[src/rtl/pirq_router.sv]
module pirq_router #(
  parameter int N_DEV = 8,
  parameter int SLOT_W = 5,
  parameter int ADDR_W = 8,
  parameter logic [ADDR_W-1:0] BASE_ADDR = 'h60
) (
  input  logic                    clk,
  input  logic                    rst_n,
  input  logic                    reg_wr,
  input  logic [ADDR_W-1:0]       reg_addr,
  input  logic [7:0]              reg_wdata,
  output logic [7:0]              reg_rdata,
  input  logic [N_DEV-1:0]        dev_level,
  input  logic [N_DEV*SLOT_W-1:0] dev_slot,
  input  logic [N_DEV*2-1:0]      dev_pin,
  output logic [15:0]             isa_irq
);
  localparam int N_LINE = 4;
  localparam int N_ISA = 16;

  logic [7:0] route_q [N_LINE];
  logic [N_LINE-1:0] line_lvl;
  logic [N_ISA-1:0] isa_next;
  logic [1:0] sel;
  logic hit;

  assign sel = reg_addr[1:0];
  assign hit = reg_addr[ADDR_W-1:2] == BASE_ADDR[ADDR_W-1:2];
  assign reg_rdata = hit ? route_q[sel] : 8'h00;

  function automatic logic [1:0] swizzle(input logic [SLOT_W-1:0] s, input logic [1:0] p);
    logic [SLOT_W-1:0] off;
    off = s - SLOT_W'(18);
    if (s == SLOT_W'(10)) return 2'd3;
    if (s == SLOT_W'(11)) return 2'd1;
    if (s == SLOT_W'(12)) return 2'd2;
    if (s >= SLOT_W'(18) && s <= SLOT_W'(21)) return off[1:0] + p;
    return p;
  endfunction

  always_ff @(posedge clk or negedge rst_n) begin
    if (!rst_n) begin
      for (int k = 0; k < N_LINE; k++) route_q[k] <= (k < 2) ? 8'd10 : 8'd11;
    end else if (reg_wr && hit) begin
      route_q[sel] <= reg_wdata;
    end
  end

  always_comb begin
    line_lvl = '0;
    for (int d = 0; d < N_DEV; d++)
      if (dev_level[d])
        line_lvl[swizzle(dev_slot[d*SLOT_W +: SLOT_W], dev_pin[d*2 +: 2])] = 1'b1;
  end

  always_comb begin
    isa_next = '0;
    for (int k = 0; k < N_LINE; k++)
      if (route_q[k] < 8'd16 && line_lvl[k])
        isa_next[route_q[k][3:0]] = 1'b1;
  end

  always_ff @(posedge clk or negedge rst_n) begin
    if (!rst_n) isa_irq <= '0;
    else        isa_irq <= isa_next;
  end

  AST_WRITE_KEPT: assert property (@(posedge clk) disable iff (!rst_n)
    (reg_wr && hit) |=> (!$stable(reg_addr) || reg_rdata == $past(reg_wdata)));
  AST_QUIET_INPUTS: assert property (@(posedge clk) disable iff (!rst_n)
    (dev_level == '0) |=> (isa_irq == '0));
  AST_ALL_DISCONNECTED: assert property (@(posedge clk) disable iff (!rst_n)
    (route_q[0] >= 8'd16 && route_q[1] >= 8'd16 && route_q[2] >= 8'd16 && route_q[3] >= 8'd16)
    |=> (isa_irq == '0));
  AST_FANIN_LIMIT: assert property (@(posedge clk) disable iff (!rst_n)
    $countones(isa_irq) <= N_LINE);
endmodule

[config.mk]
export PLATFORM = sky130hd
export DESIGN_NAME = pirq_router
export DESIGN_NICKNAME = d
export VERILOG_FILES = /design/src/rtl/pirq_router.sv
export SDC_FILE = /design/constraint.sdc
export NUM_CORES = 1
export LEC_CHECK = 0
export CORE_MARGIN = 2
export CORE_UTILIZATION = 53
export CTS_CLUSTER_DIAMETER = 30
export DETAILED_ROUTE_END_ITERATION = 10
export GPL_TIMING_DRIVEN = 0
export PLACE_DENSITY = 0.82
export SLEW_MARGIN = 20
export SYNTH_ARGS = -nofsm -noshare
export SYNTH_HDL_FRONTEND = slang
export SYNTH_SLANG_ARGS = --single-unit
[constraint.sdc]
create_clock -name clk -period 2.8 [get_ports clk]
set_input_delay 0.28 -clock clk [delete_from_list [all_inputs] [get_ports clk]]
set_output_delay 0.28 -clock clk [all_outputs]
set_load 0.005 [all_outputs]
Yosys cells after proc, flatten, opt, wreduce, memory -nomap -nowiden
Cells that the tools add are included.
{ "totals": {"ff_bits": 48, "wordCells": 356} }
{ "classes": {"addsub": 16, "order_cmp": 46, "eq_ne": 25, "mux": 227, "bitwise": 11, "reduce_logical": 26} }
{ "ops": {"columns": ["op", "count"], "rows": [
  ["$mux W2", 72],
  ["$mux W1", 124],
  ["$eq A5 B4 Y1 const B", 24],
  ["$mux W16", 4],
  ["$or A16 B16 Y16", 3],
  ["$ge A5 B5 Y1 const B", 8],
  ["$le A5 B5 Y1 const B", 8],
  ["$bwmux W32", 1],
  ["$lt A8 B5 Y1 const B", 4],
  ["$mux W4", 8],
  ["$mux W8", 4],
  ["$or A4 B4 Y4", 7],
  ["$logic_and A1 B1 Y1", 26],
  ["$lt A2 B3 Y1 const B", 8],
  ["$lt A4 B5 Y1 const B", 4],
  ["$add A2 B2 Y2", 8],
  ["$bmux W8 S2", 1],
  ["$demux W1 S2", 8],
  ["$demux W1 S4", 4],
  ["$demux W8 S2", 1],
  ["$ge A2 B1 Y1 const B", 8],
  ["$ge A4 B1 Y1 const B", 4],
  ["$sub A2 B2 Y2 const B", 8],
  ["$eq A6 B5 Y1 const B", 1],
  ["other kinds (3)", 3]
]} }

Depth between registers and ports, before layout
Gate-level depths: netlist of run 1.
{ "logic_depth": {"word_depth": 44, "ltp_mapped": 10, "depth_no_buf": 9} }

Worst setup path before layout of run 1
OpenSTA, ideal clock, no wires.
{ "synth_timing": {"kind": "input to register", "from": "in dev_slot[35]", "to": "reg isa_irq[7]", "setup_ps": 132, "arrival_time_ps": 2614, "required_time_ps": 2668, "path_slack_ps": 55, "cell_stages": 10, "n_path_buf": 1, "path_cell_list": "ha_1 > or3b_1 > a211o_1 > o2111a_1 > o31ai_1 > nand4_2 > nor4_4 > buf_6 > nor4_2 > or3b_1"} }
{ "synth_between": {"elab_chain_cells": 26} }
{ "synth_rtl": {"columns": ["element", "line", "text"], "rows": [
  ["start: declaration", "14", "input logic [N_DEV*SLOT_W-1:0] dev_slot,"],
  ["$ge A5 B5 Y1 or $le A5 B5 Y1 (tied branches)", "37", "if (s >= SLOT_W'(18) && s <= SLOT_W'(21)) return off[1:0] + p;"],
  ["$logic_and A1 B1 Y1", "37", null],
  ["$mux W1 (2 in a row)", "37", null],
  ["$mux W1", "36", "if (s == SLOT_W'(12)) return 2'd2;"],
  ["$mux W1", "35", "if (s == SLOT_W'(11)) return 2'd1;"],
  ["$mux W1", "52", "if (dev_level[d])"],
  ["$mux W2", "38", "return p;"],
  ["$mux W2", "37", null],
  ["[... 10 more ...]", null, null],
  ["$mux W16", "59", "if (route_q[k] < 8'd16 && line_lvl[k])"],
  ["$or A16 B16 Y16 (no source line)", null, null],
  ["$mux W16", "59", null],
  ["$or A16 B16 Y16 (no source line)", null, null],
  ["$mux W16", "59", null],
  ["$or A16 B16 Y16 (no source line)", null, null],
  ["$mux W16 *", "59", null],
  ["net isa_next[7]", "23", "logic [N_ISA-1:0] isa_next;"],
  ["end signal: assignment", "65", "else isa_irq <= isa_next;"],
  ["end: declaration", "16", "output logic [15:0] isa_irq"]
]} }
Mark *: on every way through the listed nets, which the timed path passes. The rest lies on a longest branch. The select of a mux whose other input is x is not followed.
A chain may end at the register's enable or synchronous reset.

Final worst setup path of run 1
{ "layout_timing": {"from": "in dev_pin[4]", "to": "reg isa_irq[1]"} }
{ "layout_between": {"elab_chain_cells": 31} }
{ "layout_rtl": {"columns": ["element", "line", "text"], "rows": [
  ["start: declaration", "15", "input logic [N_DEV*2-1:0] dev_pin,"],
  ["$add A2 B2 Y2", "37", null],
  ["$mux W2", "37", null],
  ["$mux W2 *", "38", null],
  ["$mux W2 *", "37", null],
  ["$mux W2 *", "36", null],
  ["$mux W2 *", "35", null],
  ["$mux W2 *", "52", null],
  ["$lt A2 B3 Y1 (not written as such) or $ge A2 B1 Y1 (tied branches)", "53", "line_lvl[swizzle(dev_slot[d*SLOT_W +: SLOT_W], dev_pin[d*2 +: 2])] = 1'b1;"],
  ["[... 16 more ...]", null, null],
  ["$mux W16", "59", null],
  ["$or A16 B16 Y16 (no source line)", null, null],
  ["$mux W16", "59", null],
  ["$or A16 B16 Y16 (no source line)", null, null],
  ["$mux W16", "59", null],
  ["$or A16 B16 Y16 (no source line)", null, null],
  ["$mux W16 *", "59", null],
  ["net isa_next[1]", "23", null]
]} }
Marked as above.

==> results of run 1 <==
==> how the worst max path moves through the flow <==
stage               depth (start not counted)         start         end
CTS                                        11   dev_slot[7]  isa_irq[2]
detailed placement                         11  dev_slot[35]  isa_irq[2]
finish                                     11    dev_pin[4]  isa_irq[1]
global placement                           11  dev_slot[35]  isa_irq[2]
global route                               12    dev_pin[2]  isa_irq[7]
floorplan                                  10  dev_slot[35]  isa_irq[7]
==> layer usage <==
| metal | GRT usage | up-vias | part of all wire |
|---|---|---|---|
| li1 | - | 2486 | - |
| met1 | 0.3972 | 2598 | 0.42 |
| met2 | 0.5329 | 240 | 0.51 |
| met3 | 0.03010 | 35 | 0.050 |
| met4 | 0.07077 | 0 | 0.022 |
| met5 | 0 | - | 0 |
==> cells in the final DEF (no fill, tap or decap), types with 15 or more instances in the layout <==
cell type	count
buf_4	21
clkdlybuf4s50_1	64
dfrtp_1	38
inv_1	21
mux2_2	31
nand2_1	30
nand3b_1	16
nand4_1	25
nor2b_1	31
o21ai_0	15
==> worst max-delay path, delay by kind of cell <==
family,cells,cell delay [ns]
compound gates,3,0.50
fa+ha+maj,1,0.20
buf+inv,2,0.45
simple gates,5,1.51
==> state kept, by name (all words and copies together) (netlist names) <==
name     flops
route_q     32
isa_irq     16
==> power breakdown <==
part / switching [mW] / leakage [nW] / total (mW) / internal [mW]
Combinational: 0.503 / 2.11 / 0.965 / 0.462
Clock: 0.251 / 0.0434 / 0.452 / 0.200
Sequential: 0.0360 / 0.617 / 0.769 / 0.733
Total: 0.790 / 2.77 / 2.19 / 1.40
==> area by class of cell <==
| cell class | count | area (um2) |
|---|---|---|
| Fill cell | 661 | 2242 |
| Timing Repair Buffer | 114 | 1096 |
| Tap cell | 129 | 161.4 |
| Inverter | 21 | 78.83 |
| Clock inverter | 2 | 15.01 |
| Buffer | 34 | 251.5 |
| Sequential cell | 48 | 1214 |
| Multi-Input combinational cell | 463 | 4143 |
| Clock buffer | 6 | 82.58 |
==> stage by stage <==
stage	TNS (ns)	setup slack [ns]	power, mW	hold slack, ns
2_1_floorplan	0	0.05474	1.262	-0.01559
3_3_place_gp	-17.67	-1.115	1.537	0.5136
3_5_place_dp	-14.14	-1.058	1.562	0.1976
4_1_cts	-0.02841	-0.01658	2.112	0.4011
5_1_grt	-0.05635	-0.02165	2.290	0.4190
6_report	0	0.05822	2.186	0.3941
==> logic make-up (layout without fill, tap and decap cells) <==
group / Yosys count / in the layout / share of synthesized area
flip-flops: 48 / 48 / 0.2372
buffers and inverters: 55 / 177 / 0.05332
XOR/XNOR: 11 / 11 / 0.01883
multiplexers: 41 / 41 / 0.1074
adder cells (fa/ha/maj): 8 / 8 / 0.01957
AO/OA/AOI/OAI: 132 / 132 / 0.2057
AND/OR/NAND/NOR: 271 / 271 / 0.3580
==> repair_timing <==
| item | in CTS | in global routing |
|---|---|---|
| hold buffers | 1 | 0 |
| endpoints found under the setup margin | 21 | 16 |
| pin swaps | 17 | 27 |
| endpoints found under the hold margin | 13 | 0 |
| buffers inserted | 11 | 9 |
| gates resized for setup | 91 | 71 |
==> results.json, run 1 <==
{
  "wl_um": 15880,
  "end_kind": "flip-flop",
  "synth_nets": 657,
  "worstPathRequired_ns": 3.01,
  "die_width_um": 102.3,
  "synth_area_leaders": "dfrtp_1, mux2_2, dfstp_2",
  "io-pin-count": 107,
  "synth_common_cells": "dfrtp_1, mux2_2, nor2b_1",
  "holdCritPathClass": "input pin to asynchronous set/reset pin",
  "slowest_delay_ns": 0.68,
  "cts_root_buf": "clkbuf_8",
  "dieArea_um2": 10460,
  "ys_warn_count": 0,
  "outcome": "finished clean",
  "crit_fanout": 6,
  "arrival_ns": 2.95,
  "finalHoldViolCount": 0,
  "drv_cap": 0,
  "stdcell_area_um2": 7042,
  "core.rowCount": 35,
  "async_reset_ff_frac": 1.000,
  "wire_per_inst_um": 19.43,
  "slowest_stage": "or4_2",
  "place_inst": 789,
  "ys_ff_latch": 48,
  "post-synth-top-count-cell": "dfrtp_1",
  "worst_pin_slew_ns": 1.016,
  "synth_top_area_frac": 0.1859,
  "r2r_start": "route_q[23]",
  "io_buffer_count": 93,
  "clkSlewWorstSetupHoldPaths_ns": 0.09,
  "synth_area_leader_cell": "dfrtp_1",
  "drcViolationCount": 0,
  "htree_levels": 2,
  "drive_above_1_share": 0.3183,
  "via_count": 5359,
  "fin_crit_sh": 0.9792,
  "min_period_ns": 2.742,
  "rsz0062_at_grt": "yes",
  "drv_slew": 0,
  "post_dp_cell_area_um2": 6233,
  "drt-pass1-iter-count": 5,
  "path_cells": "dlygate4sd2_1, ha_2, or3b_1, a21o_1, o211ai_1, nand2_1, nor2_2, nor4_4, buf_4, or4_2, o2111ai_1",
  "grt_pass1_wl_um": 24980,
  "clk_latency_ns": 0.31,
  "via_per_inst": 6.559,
  "ff2ff_setup_slack_ns": 0.41,
  "reg2regPathDepth": 4,
  "synth_edf_count": 0,
  "relSlewSlack": 0.3161,
  "peakVddDrop_mv": 0.3500,
  "insertedDiodeCount": 0,
  "synthCells": 566,
  "synth.distinct_cells": 87,
  "grt.overflow.total": 0,
  "tritoncts": "done",
  "avgSynthCellArea_um2": 9.039,
  "critPathKind": "input pin to flip-flop",
  "syn_area_um2": 5116,
  "core_area_um2": 9284,
  "ys_seq_area_frac": 0.2372,
  "first_iter_violations": 415,
  "clock_sinks": 48,
  "dpl.hpwl_um": 11690,
  "fin_util": 0.7585,
  "synthToLayoutAreaGrowth_pct": 37.64,
  "cts_buffer_depth": 2,
  "antenna_found_initial": 0,
  "r2r_end": "isa_irq[1]",
  "die_y_um": 102.3,
  "worstSetupStartpointType": "input pin",
  "grt_pass1_vias": 5030,
  "cts_made_buffers": 5,
  "ant_nets": 0,
  "grt_max_degree": 36,
  "finalSetupViolations": 0,
  "initial_utilization": 0.5511,
  "p_per_area_nw_per_um2": 310.4,
  "fmax_mhz": 364.7,
  "nets": 778,
  "fin_cells": 817,
  "finalWeightedCongestion": 0.9834,
  "p_leak_nw": 2.772,
  "grt_use_total": 0.3008,
  "clock-skew-final_ns": 0.004092,
  "ys.flop_type": "dfrtp_1"
}
No activity file was read; power rests on OpenSTA's default activity.
==> run 2, diff against run 1 <==
Settings changed: CTS_CLUSTER_SIZE set to 12.
==> results of run 2 <==
No change in the layout: final DEF, timing and power equal those of run 1.
==> run 3, diff against run 2 <==
Settings changed: CORE_UTILIZATION 53 to 66, DONT_BUFFER_PORTS set to 1.
Clock period 2.8 ns to 2.6 ns, I/O delays scaled along.
==> run 3 against run 2 <==
Net effect: routed wire length is 15% lower; critical path depth rose by 1; sequential power is 7.8% higher; combinational power shrank 23%; largest power group is now sequential cells; utilization shrank 2.1 points; first-iteration DRC count is 15% lower; critical path type unchanged; die area down 19%.
==> results.json, run 3 (synthesized netlist as in run 1, its figures left out) <==
{
  "r2r_start": "route_q[23]",
  "holdCritPathClass": "input pin to flip-flop",
  "top_regs": "route_q: 32 flops, isa_irq: 16 flops",
  "p_total_mw": 2.229,
  "p_leak_nw": 2.179,
  "tritoncts": "done",
  "reg2regPathDepth": 4,
  "grt_max_degree": 49,
  "insertedDiodeCount": 0,
  "drcViolationCount": 0,
  "synthToLayoutAreaGrowth_pct": 9.611,
  "cts_made_buffers": 5,
  "cts_buffer_depth": 2,
  "via_count": 4867,
  "fin_worst_hold_slack_ns": 0.06848,
  "grt.overflow.total": 0,
  "grt_use_total": 0.3139,
  "layout_common_cells": "dfrtp_1, nor2b_1, mux2_2",
  "io-pin-count": 107,
  "ant_nets": 0,
  "largest_reg_flops": 32,
  "ff2ff_setup_slack_ns": 0.22,
  "finalWeightedCongestion": 0.9650,
  "wl_um": 13540,
  "fin_setup_tns_ns": 0,
  "r2r_end": "isa_irq[4]",
  "worstPathRequired_ns": 2.83,
  "crit_path_start": "dev_pin[11]",
  "die_y_um": 92.05,
  "outcome": "finished clean",
  "fill_cells": 551,
  "dpl.hpwl_um": 10320,
  "first_iter_violations": 351,
  "clkSlewWorstSetupHoldPaths_ns": 0.09,
  "antenna_found_initial": 0,
  "grt_pass1_wl_um": 21600,
  "peakVddDrop_mv": 0.4967,
  "clock-skew-final_ns": 0.003971,
  "end_kind": "flip-flop",
  "clk_latency_ns": 0.31,
  "relSlewSlack": 0.3816,
  "final_common_cell": "dfrtp_1",
  "finalSetupViolations": 0,
  "core.rowCount": 32,
  "arrival_ns": 2.79,
  "crit_fanout": 7,
  "core_area_um2": 7607,
  "drive_above_1_share": 0.2754,
  "p_per_area_nw_per_um2": 397.6,
  "grt_pass1_vias": 4505,
  "fmax_mhz": 390.2,
  "stdcell_area_um2": 5608,
  "min_period_ns": 2.563,
  "die_width_um": 92.05,
  "clock_sinks": 48,
  "via_per_inst": 7.126,
  "initial_utilization": 0.6725,
  "io_buffer_count": 0,
  "cts_root_buf": "clkbuf_8",
  "drt-pass1-iter-count": 5,
  "critPathKind": "input pin to flip-flop",
  "wire_per_inst_um": 19.83,
  "max_flop_register": "route_q",
  "htree_levels": 2,
  "drv_slew": 0,
  "cp-endpoint": "isa_irq[6]",
  "worst_pin_slew_ns": 0.9192,
  "fin_crit_sh": 0.9856,
  "dieArea_um2": 8472,
  "worstSetupStartpointType": "input pin",
  "post_dp_cell_area_um2": 5271,
  "finalHoldViolCount": 0,
  "drv_cap": 0,
  "nets": 671
}
run 3: worst min path at each step:
stage | cells after the start | start | slack (ns) | endpoint
final | 2 | reg_wdata[0] | 0.07 | route_q[24]
after detailed placement | 0 | rst_n | -0.03 | isa_irq[5]
after global placement | 0 | rst_n | -0.03 | isa_irq[14]
after floorplan | 0 | rst_n | -0.04 | isa_irq[0]
after CTS | 2 | reg_wdata[0] | 0.07 | route_q[24]
after global routing | 2 | reg_wdata[0] | 0.07 | route_q[24]
run 3: critical path, cell delays in order:
cell       delay [ns]
clkbuf_4         0.17
inv_2            0.07
or4b_4           0.49
o221ai_4         0.23
buf_4            0.16
o311ai_4         0.10
nand4_2          0.12
nor4_4           0.04
buf_4            0.17
buf_4            0.15
or4_2            0.69
o2111ai_2        0.12
run 3: power by group:
group | internal, mW | total [mW] | switching [mW]
Combinational | 0.328 | 0.743 | 0.415
Clock | 0.387 | 0.658 | 0.271
Sequential | 0.790 | 0.829 | 0.0388
Total | 1.50 | 2.23 | 0.725
run 3: area by class of cell:
cell class / count / area [um2] / share of cell area
inverters: 21 / 78.83 / 0.01406
flip-flops and latches: 48 / 1214 / 0.2164
multi-input cells: 463 / 3777 / 0.6736
plain buffers: 34 / 197.7 / 0.03525
clock inverters: 3 / 68.82 / 0.01227
well taps: 102 / 127.6 / 0.02276
clock buffers: 5 / 68.82 / 0.01227
repair buffers: 7 / 75.07 / 0.01339
run 3: layer usage:
metal  up-vias  share of wire  track usage
met5         -              0            0
met4         0          0.033       0.1007
met3        46          0.079      0.07231
met2       205           0.48       0.5233
met1      2356           0.40       0.4047
li1       2260              -            -
run 3: repair_timing:
action                     4_1_cts  5_1_grt
hold endpoints to repair        48        0
pin swaps                        3        8
setup endpoints to repair       11       14
resized for setup                8       19
setup buffers                    2        3
hold buffers                     2        0
run 3: through the flow:
| step | setup slack (ns) | std cells | util |
|---|---|---|---|
| after floorplan | 0.0009626 | 566 | - |
| after global placement | -0.4628 | 668 | 0.6916 |
| after detailed placement | -0.5181 | 668 | 0.6929 |
| after CTS | -0.005561 | 680 | 0.7217 |
| after global routing | -0.02534 | 683 | 0.7372 |
| final | 0.03747 | 683 | 0.7372 |
